File: src/rtl/extstat_pkg.sv
// Shared sizes and bit positions for the external/status latch.
package extstat_pkg;
    localparam int NLINE    = 3;          // latched modem lines
    localparam int STAT_W   = 8;          // status byte width
    localparam int IE_W     = NLINE + 2;  // line enables + underrun + break
    localparam int LN_DCD   = 0;
    localparam int LN_SYNC  = 1;
    localparam int LN_CTS   = 2;
    localparam int IE_UNDR  = NLINE;
    localparam int IE_BRK   = NLINE + 1;
    localparam int SB_LINE0 = 3;          // first latched line bit
    localparam int SB_EOM   = 6;
    localparam int SB_BRK   = 7;
endpackage

File: src/rtl/extstat_line.sv
// One latched condition line.
// The latch follows the live value while no request is pending and holds while one is.
// A change is reported only when the line is enabled, not forced off and not held.
// Assumes `live` is already synchronized and active-high.
module extstat_line (
    input  logic clk,
    input  logic rst_n,
    input  logic live,
    input  logic en,
    input  logic hold,
    input  logic force_off,
    output logic shown,
    output logic change
);
    logic lat;

    // Track the live value unless a request is pending.
    always_ff @(posedge clk) begin
        if (!rst_n)
            lat <= 1'b0;
        else if (!hold)
            lat <= live;
    end

    // Report a change and choose between the latched and the live view.
    always_comb begin
        change = en & ~force_off & ~hold & (live ^ lat);
        if (force_off)
            shown = 1'b0;
        else if (en)
            shown = lat;
        else
            shown = live;
    end
endmodule

File: src/rtl/extstat_eom.sv
// Underrun/EOM set/clear latch.
// Reset and `set` drive the flag to 1. Only `clr` drives it to 0, and set wins over clear.
// `rise` marks an enabled 0-to-1 transition in the current cycle.
module extstat_eom (
    input  logic clk,
    input  logic rst_n,
    input  logic set,
    input  logic clr,
    input  logic en,
    output logic flag,
    output logic rise
);
    // Hold the underrun/EOM state.
    always_ff @(posedge clk) begin
        if (!rst_n)
            flag <= 1'b1;
        else if (set)
            flag <= 1'b1;
        else if (clr)
            flag <= 1'b0;
    end

    // Flag a request-worthy rising transition.
    always_comb rise = en & set & ~flag;
endmodule

File: src/rtl/extstat_pend.sv
// Pending-request controller.
// Line changes and underrun rises set the flag. Break edges also set it, and a break edge
// seen while a request is pending is remembered so that it survives the next release.
// Assumes the line change inputs are already masked by the hold.
module extstat_pend (
    input  logic clk,
    input  logic rst_n,
    input  logic line_set,
    input  logic eom_rise,
    input  logic brk_edge,
    input  logic rst_es,
    output logic pend
);
    logic owe;

    // Update the pending flag and the owed break request.
    always_ff @(posedge clk) begin
        if (!rst_n) begin
            pend <= 1'b0;
            owe  <= 1'b0;
        end else if (rst_es) begin
            pend <= owe | brk_edge | eom_rise;
            owe  <= 1'b0;
        end else begin
            pend <= pend | line_set | eom_rise | brk_edge;
            owe  <= owe | (pend & brk_edge);
        end
    end
endmodule

File: src/rtl/extstat_latch.sv
// External/status change latch: builds the status byte and the shared interrupt request.
// Assumes all condition inputs are synchronized to clk. Break/abort and underrun come
// from detectors outside this block as a level and a pulse.
module extstat_latch
    import extstat_pkg::*;
(
    input  logic              clk,
    input  logic              rst_n,
    input  logic [NLINE-1:0]  line_n,
    input  logic              brk_det,
    input  logic              zero_cnt,
    input  logic              tx_buf_empty,
    input  logic              rx_char_avail,
    input  logic              eom_set,
    input  logic              undr_clr,
    input  logic              rst_es,
    input  logic [IE_W-1:0]   ie_mask,
    input  logic              async_mode,
    input  logic              xtal_sel,
    input  logic              mie,
    output logic [STAT_W-1:0] status,
    output logic              irq
);
    logic              pend;
    logic              force_sync;
    logic [NLINE-1:0]  shown;
    logic [NLINE-1:0]  change;
    logic              eom_flag;
    logic              eom_rise;
    logic              brk_q;
    logic              brk_edge;

    // Sync/hunt is forced off for asynchronous operation on the crystal option.
    always_comb force_sync = async_mode & xtal_sel;

    for (genvar i = 0; i < NLINE; i++) begin : g_line
        logic frc;
        logic live;
        // Pick the force for this line and form its active-high live value.
        always_comb begin
            frc  = (i == LN_SYNC) ? force_sync : 1'b0;
            live = ~line_n[i] & ~frc;
        end
        extstat_line u_line (
            .clk       (clk),
            .rst_n     (rst_n),
            .live      (live),
            .en        (ie_mask[i]),
            .hold      (pend),
            .force_off (frc),
            .shown     (shown[i]),
            .change    (change[i])
        );
    end

    extstat_eom u_eom (
        .clk   (clk),
        .rst_n (rst_n),
        .set   (eom_set),
        .clr   (undr_clr),
        .en    (ie_mask[IE_UNDR]),
        .flag  (eom_flag),
        .rise  (eom_rise)
    );

    // Register the break level so that both of its edges can be seen.
    always_ff @(posedge clk) begin
        if (!rst_n)
            brk_q <= 1'b0;
        else
            brk_q <= brk_det;
    end

    // An enabled break edge in either direction.
    always_comb brk_edge = ie_mask[IE_BRK] & (brk_det ^ brk_q);

    extstat_pend u_pend (
        .clk      (clk),
        .rst_n    (rst_n),
        .line_set (|change),
        .eom_rise (eom_rise),
        .brk_edge (brk_edge),
        .rst_es   (rst_es),
        .pend     (pend)
    );

    // Assemble the status byte and gate the request.
    always_comb begin
        status = {brk_q, eom_flag, shown, zero_cnt, tx_buf_empty, rx_char_avail};
        irq    = pend & mie;
    end
endmodule

File: config.mk
export PLATFORM = sky130hd
export DESIGN_NAME = extstat_latch
export DESIGN_NICKNAME = d
export VERILOG_FILES = /design/src/rtl/extstat_pkg.sv /design/src/rtl/extstat_line.sv /design/src/rtl/extstat_eom.sv /design/src/rtl/extstat_pend.sv /design/src/rtl/extstat_latch.sv
export SDC_FILE = /design/constraint.sdc
export NUM_CORES = 1
export LEC_CHECK = 0
export ABC_AREA = 1
export BUFFER_PORTS_ARGS = -buffer_cell sky130_fd_sc_hd__buf_2
export CORE_AREA = 2 2 39 41
export CTS_BUF_LIST = sky130_fd_sc_hd__clkbuf_16
export DETAILED_ROUTE_END_ITERATION = 10
export DIE_AREA = 0 0 41 43
export PLACE_DENSITY = 0.77
export SYNTH_ARGS = -nofsm -noshare
export SYNTH_HDL_FRONTEND = slang
export SYNTH_SLANG_ARGS = --single-unit
export TNS_END_PERCENT = 100
File: constraint.sdc
create_clock -name clk -period 1.9 [get_ports clk]
set_clock_uncertainty 0.05 [all_clocks]
set_input_delay 0.475 -clock clk [delete_from_list [all_inputs] [get_ports clk]]
set_output_delay 0.475 -clock clk [all_outputs]
set_load 0.01 [all_outputs]
==> results_dict.tcl, run 1 <==
set metrics [dict create \
    status "finished clean" \
    period_share 0.797 \
    htree_levels 1 \
    cts_tree "built" \
    hold_slack_ps 387 \
    drv_slew 0 \
    layout.nets 109 \
    final_layout_size_suffix_gt1_frac 0.307 \
    start_kind "primary input" \
    grt_antenna_before_repair 0 \
    worstPathRequired_ps 1370 \
    syn_inst 70 \
    grt_pass1_wl_um 1400 \
    die_area_mm2 0.00176 \
    place.port_buffers 22 \
    dr.pass1.iters 2 \
    worstSkewPairLatency_ps 230 \
    r2r_cells 7 \
    max-vdd-ir-drop_mv 0.531 \
    synthToLayoutAreaGrowth_pct 33.8 \
    clkSinkCount 7 \
    tns_ps 0 \
    synth.cell_area_um2 440 \
    die_w_um 41 \
    postPlaceCellArea_um2 510 \
    postRouteWirelength_um 888 \
    cp_max_fo 3 \
    synth_area_per_cell_um2 6.29 \
    power.density_mw_per_mm2 1020 \
    cp_data_arrival_time_ps 990 \
    dr.first_iter.drc_count 3 \
    vias 467 \
    antenna_cells 0 \
    antenna_left 0 \
    ys_seq_area_frac 0.318 \
    design.core.area_mm2 0.00138 \
    worstMarginPinSlew_ps 272 \
    setup_ws_ps 385 \
    postCtsHoldBufs 0 \
    synth_fp_nets 90 \
    yosys_warnings 0 \
    globalplace.congestion 0.727 \
    clockRootBuffer "clkbuf_16" \
    p_leak_uw 0.000341 \
    cts_resized 0 \
    finalSetupViolations 0 \
    worstSetupPathType "in -> out" \
    hp-class "in -> reg" \
    hpwl_um 716 \
    worstHoldPathCells 2 \
    finalInstanceArea_um2 589 \
    post_drt_via_cell_ratio 4.49 \
    synthDistinctLibCells 12 \
    grt_pass1_vias 427 \
    die_h_um 43 \
    clk_pin_slew_ps 40 \
    fmax_ghz 0.660 \
    synth-seq-cells 7 \
    endpoint_kind "primary output" \
    rsz0062_at_grt "false" \
    hold_violations 0 \
    drc 0 \
    grt_start_max_net_pins 9 \
    start_util 0.318 \
    cts_made_buffers 3 \
    relSlewSlack 0.818 \
    ios 29 \
    placementRows 14 \
    cap_viol_max_count 0 \
    grt.total_usage 0.119 \
    clock_path_buffers 2 \
    post_cts_buffers 0 \
    timing.final.crit_period_ps 1520 \
    dp_slack_ps 387 \
    grt.overflow.total 0 \
    route.detailed.wl_per_inst_um 8.54 \
]
==> synth_stat cells (all sizes together) <==
cell     n  area, µm²
nand3    3       15.0
o21a     1       7.51
nor2     4       15.0
o21ai    8       40.0
nand2   20       75.1
a21oi    5       25.0
inv     12       45.0
dfxtp    7        140
a211oi   1       7.51
nor3     1       10.0
buf      8       60.1
==> worst max-delay path: stages <==
cell and delay [ps]:
buf_2 100, inv_1 80, o21ai_0 80, a21oi_1 110
buf_2 140
==> path summary, 6_finish.rpt <==
| path | slack, ps | start | endpoint |
|---|---|---|---|
| min reg2reg | 410 | u_pend.owe$_SDFF_PP0_ | u_pend.owe$_SDFF_PP0_ |
| max | 380 | line_n[1] | status[4] |
| max reg2reg | 960 | g_line[1].u_line.lat$_SDFFE_PN0N_ | u_pend.pend$_SDFF_PN0_ |
| min | 390 | undr_clr | u_eom.flag$_SDFFE_PP1P_ |
==> flip-flops by register name, indices dropped and copies added, names as in the netlist <==
signal	cells
u_pend.owe	1
g_line.u_line.lat	3
u_pend.pend	1
u_eom.flag	1
brk_q	1
==> layout make-up <==
class                   count  area, µm²
multi-input cells          43        195
fillers                   157        795
well taps                  16       20.0
inverters                  12       45.0
clock buffers               3       75.1
flip-flops and latches      7        140
repair buffers             22        110
clock inverters             1       3.75
==> report_power, final <==
part	switching, µW	leakage (µW)	internal (µW)	total [µW]
clock	79.0	0.0000423	274	353
combinational	42.6	0.000241	35.9	78.5
sequential	10.2	0.0000580	159	170
==> cell families (layout without fill, tap and decap cells) <==
kind of cell / count (synthesis) / count (layout) / share of synthesized area
compound gates: 15 / 15 / 0.182
buf+inv: 20 / 38 / 0.239
flops: 7 / 7 / 0.318
simple gates: 28 / 28 / 0.261
==> stage by stage <==
step	instances	power [µW]	util
3_5_place_dp	100	251	0.369
4_1_cts	104	605	0.426
2_1_floorplan	70	231	-
6_report	104	601	0.426
5_1_grt	104	622	0.426
3_3_place_gp	100	248	0.369
==> metal layers <==
| metal | vias up | share of wire | global-route usage |
|---|---|---|---|
| li1 | 251 | - | - |
| met1 | 195 | 0.43 | 0.100 |
| met2 | 17 | 0.45 | 0.206 |
| met3 | 4 | 0.093 | 0.0471 |
| met4 | 0 | 0.028 | 0.0800 |
| met5 | - | 0 | 0 |
==> placed cells by master, fill, tap and decap left out <==
cell type,n
buf_2,22
nand2_1,20
inv_1,12
o21ai_0,8
dfxtp_1,7
a21oi_1,5
nor2_1,4
nand3_1,3
clkbuf_16,3
inv_2,1
a211oi_1,1
nor3_2,1
o21a_1,1
No activity file was read; power rests on OpenSTA's default activity.
==> run 2, diff against run 1 <==
==> constraint.sdc (replaced) <==
create_clock -name clk -period 1.5 [get_ports clk]
set_clock_uncertainty 0.05 [all_clocks]
set_input_delay 0.375 -clock clk [delete_from_list [all_inputs] [get_ports clk]]
set_output_delay 0.375 -clock clk [all_outputs]
set_load 0.01 [all_outputs]
==> results_dict.tcl, run 2 (synthesized netlist as in run 1, its figures left out) <==
set metrics [dict create \
    tns_ps 0 \
    globalplace.congestion 0.752 \
    largest_reg_flops 3 \
    postCtsHoldBufs 0 \
    dp_slack_ps 190 \
    grt_start_max_net_pins 8 \
    clk_pin_slew_ps 40 \
    vias 465 \
    relSlewSlack 0.891 \
    fmax_ghz 0.760 \
    worstSkewPairLatency_ps 230 \
    finalSetupViolations 0 \
    cp_common_cell "buf_2" \
    grt_pass1_vias 399 \
    nFillCells 140 \
    power.density_mw_per_mm2 1280 \
    cts_tree "built" \
    placementRows 14 \
    endpoint_kind "primary output" \
    grt_pass1_wl_um 1400 \
    clock_path_buffers 2 \
    crit_chain "buf_2, inv_1, o21ai_0, a21oi_1, buf_2" \
    timing.final.crit_period_ps 1320 \
    design.core.area_mm2 0.00138 \
    crit_buf_inv 3 \
    die_area_mm2 0.00176 \
    drv_slew 0 \
    setup_ws_ps 184 \
    dr.pass1.iters 4 \
    p_leak_uw 0.000346 \
    cp_slowest_cell "buf_2" \
    clkSinkCount 7 \
    mostFrequentLayoutCells "22 x buf_2, 20 x nand2_1, 12 x inv_1, 8 x o21ai_0, 7 x dfxtp_1" \
    final_common_cell "buf_2" \
    antenna_cells 0 \
    status "finished clean" \
    hold_slack_ps 288 \
    cts_made_buffers 3 \
    cp_data_arrival_time_ps 890 \
    cp_max_fo 3 \
    largest_register "g_line.u_line.lat" \
    antenna_left 0 \
    grt_antenna_before_repair 0 \
    die_w_um 41 \
    worstSetupPathType "in -> out" \
    layout.nets 110 \
    hpwl_um 731 \
    cp_top_family "buffers and inverters" \
    cap_viol_max_count 0 \
    route.detailed.wl_per_inst_um 8.70 \
    place.port_buffers 22 \
    multiInputGateArea_um2 195 \
    synthToLayoutAreaGrowth_pct 35.5 \
    grt.overflow.total 0 \
    hold_violations 0 \
    clockRootBuffer "clkbuf_16" \
    final_layout_size_suffix_gt1_frac 0.315 \
    drc 0 \
    post_drt_via_cell_ratio 4.43 \
    die_h_um 43 \
    max_stage_delay_ps 140 \
    start_util 0.318 \
    start_kind "primary input" \
    htree_levels 1 \
    max-vdd-ir-drop_mv 0.635 \
    postRouteWirelength_um 913 \
    seq_area_um2 140 \
    hp-class "in -> reg" \
    worstMarginPinSlew_ps 162 \
    dr.first_iter.drc_count 2 \
    worstPathRequired_ps 1070 \
    period_share 0.878 \
    ios 29 \
    cts_resized 0 \
    post_cts_buffers 0 \
    rsz0062_at_grt "false" \
    grt.total_usage 0.123 \
]
==> run 2: cell count changes in the layout (fill, tap and decap cells not counted), sizes merged <==
cell,change
buf,+1
==> run 2: metal layers <==
metal,wire length [µm],GRT usage
met4,0,0.0600
met5,0,0
met3,100,0.0785
met2,444,0.194
met1,367,0.116
==> run 2: where the power goes <==
group	switching, µW	total, µW	internal, µW
logic	59.5	109	49.2
registers	8.38	210	202
clock network	99.6	446	347
==> run 2: final timing paths <==
path | startpoint | to | slack, ps | cells after the start
setup / recovery | line_n[1] | status[4] | 180 | 5
hold / removal | undr_clr | u_eom.flag$_SDFFE_PP1P_ | 290 | 2
hold reg to reg | u_pend.owe$_SDFF_PP0_ | u_pend.owe$_SDFF_PP0_ | 410 | 1
setup reg to reg | u_pend.pend$_SDFF_PN0_ | u_pend.pend$_SDFF_PN0_ | 560 | 5
==> run 2: area by class of cell <==
type,count,area share
Clock inverter,1,0.00629
Inverter,12,0.0755
Timing Repair Buffer,23,0.197
Sequential cell,7,0.235
Tap cell,16,0.0335
Clock buffer,3,0.126
Multi-Input combinational cell,43,0.327
==> run 2: stage by stage <==
| stage | total power, µW | area [µm²] | cells | utilization |
|---|---|---|---|---|
| after floorplan | 292 | 440 | 70 | - |
| after global placement | 319 | 518 | 101 | 0.374 |
| after detailed placement | 322 | 518 | 101 | 0.374 |
| after CTS | 777 | 597 | 105 | 0.431 |
| after global routing | 806 | 597 | 105 | 0.431 |
| final | 765 | 597 | 105 | 0.431 |
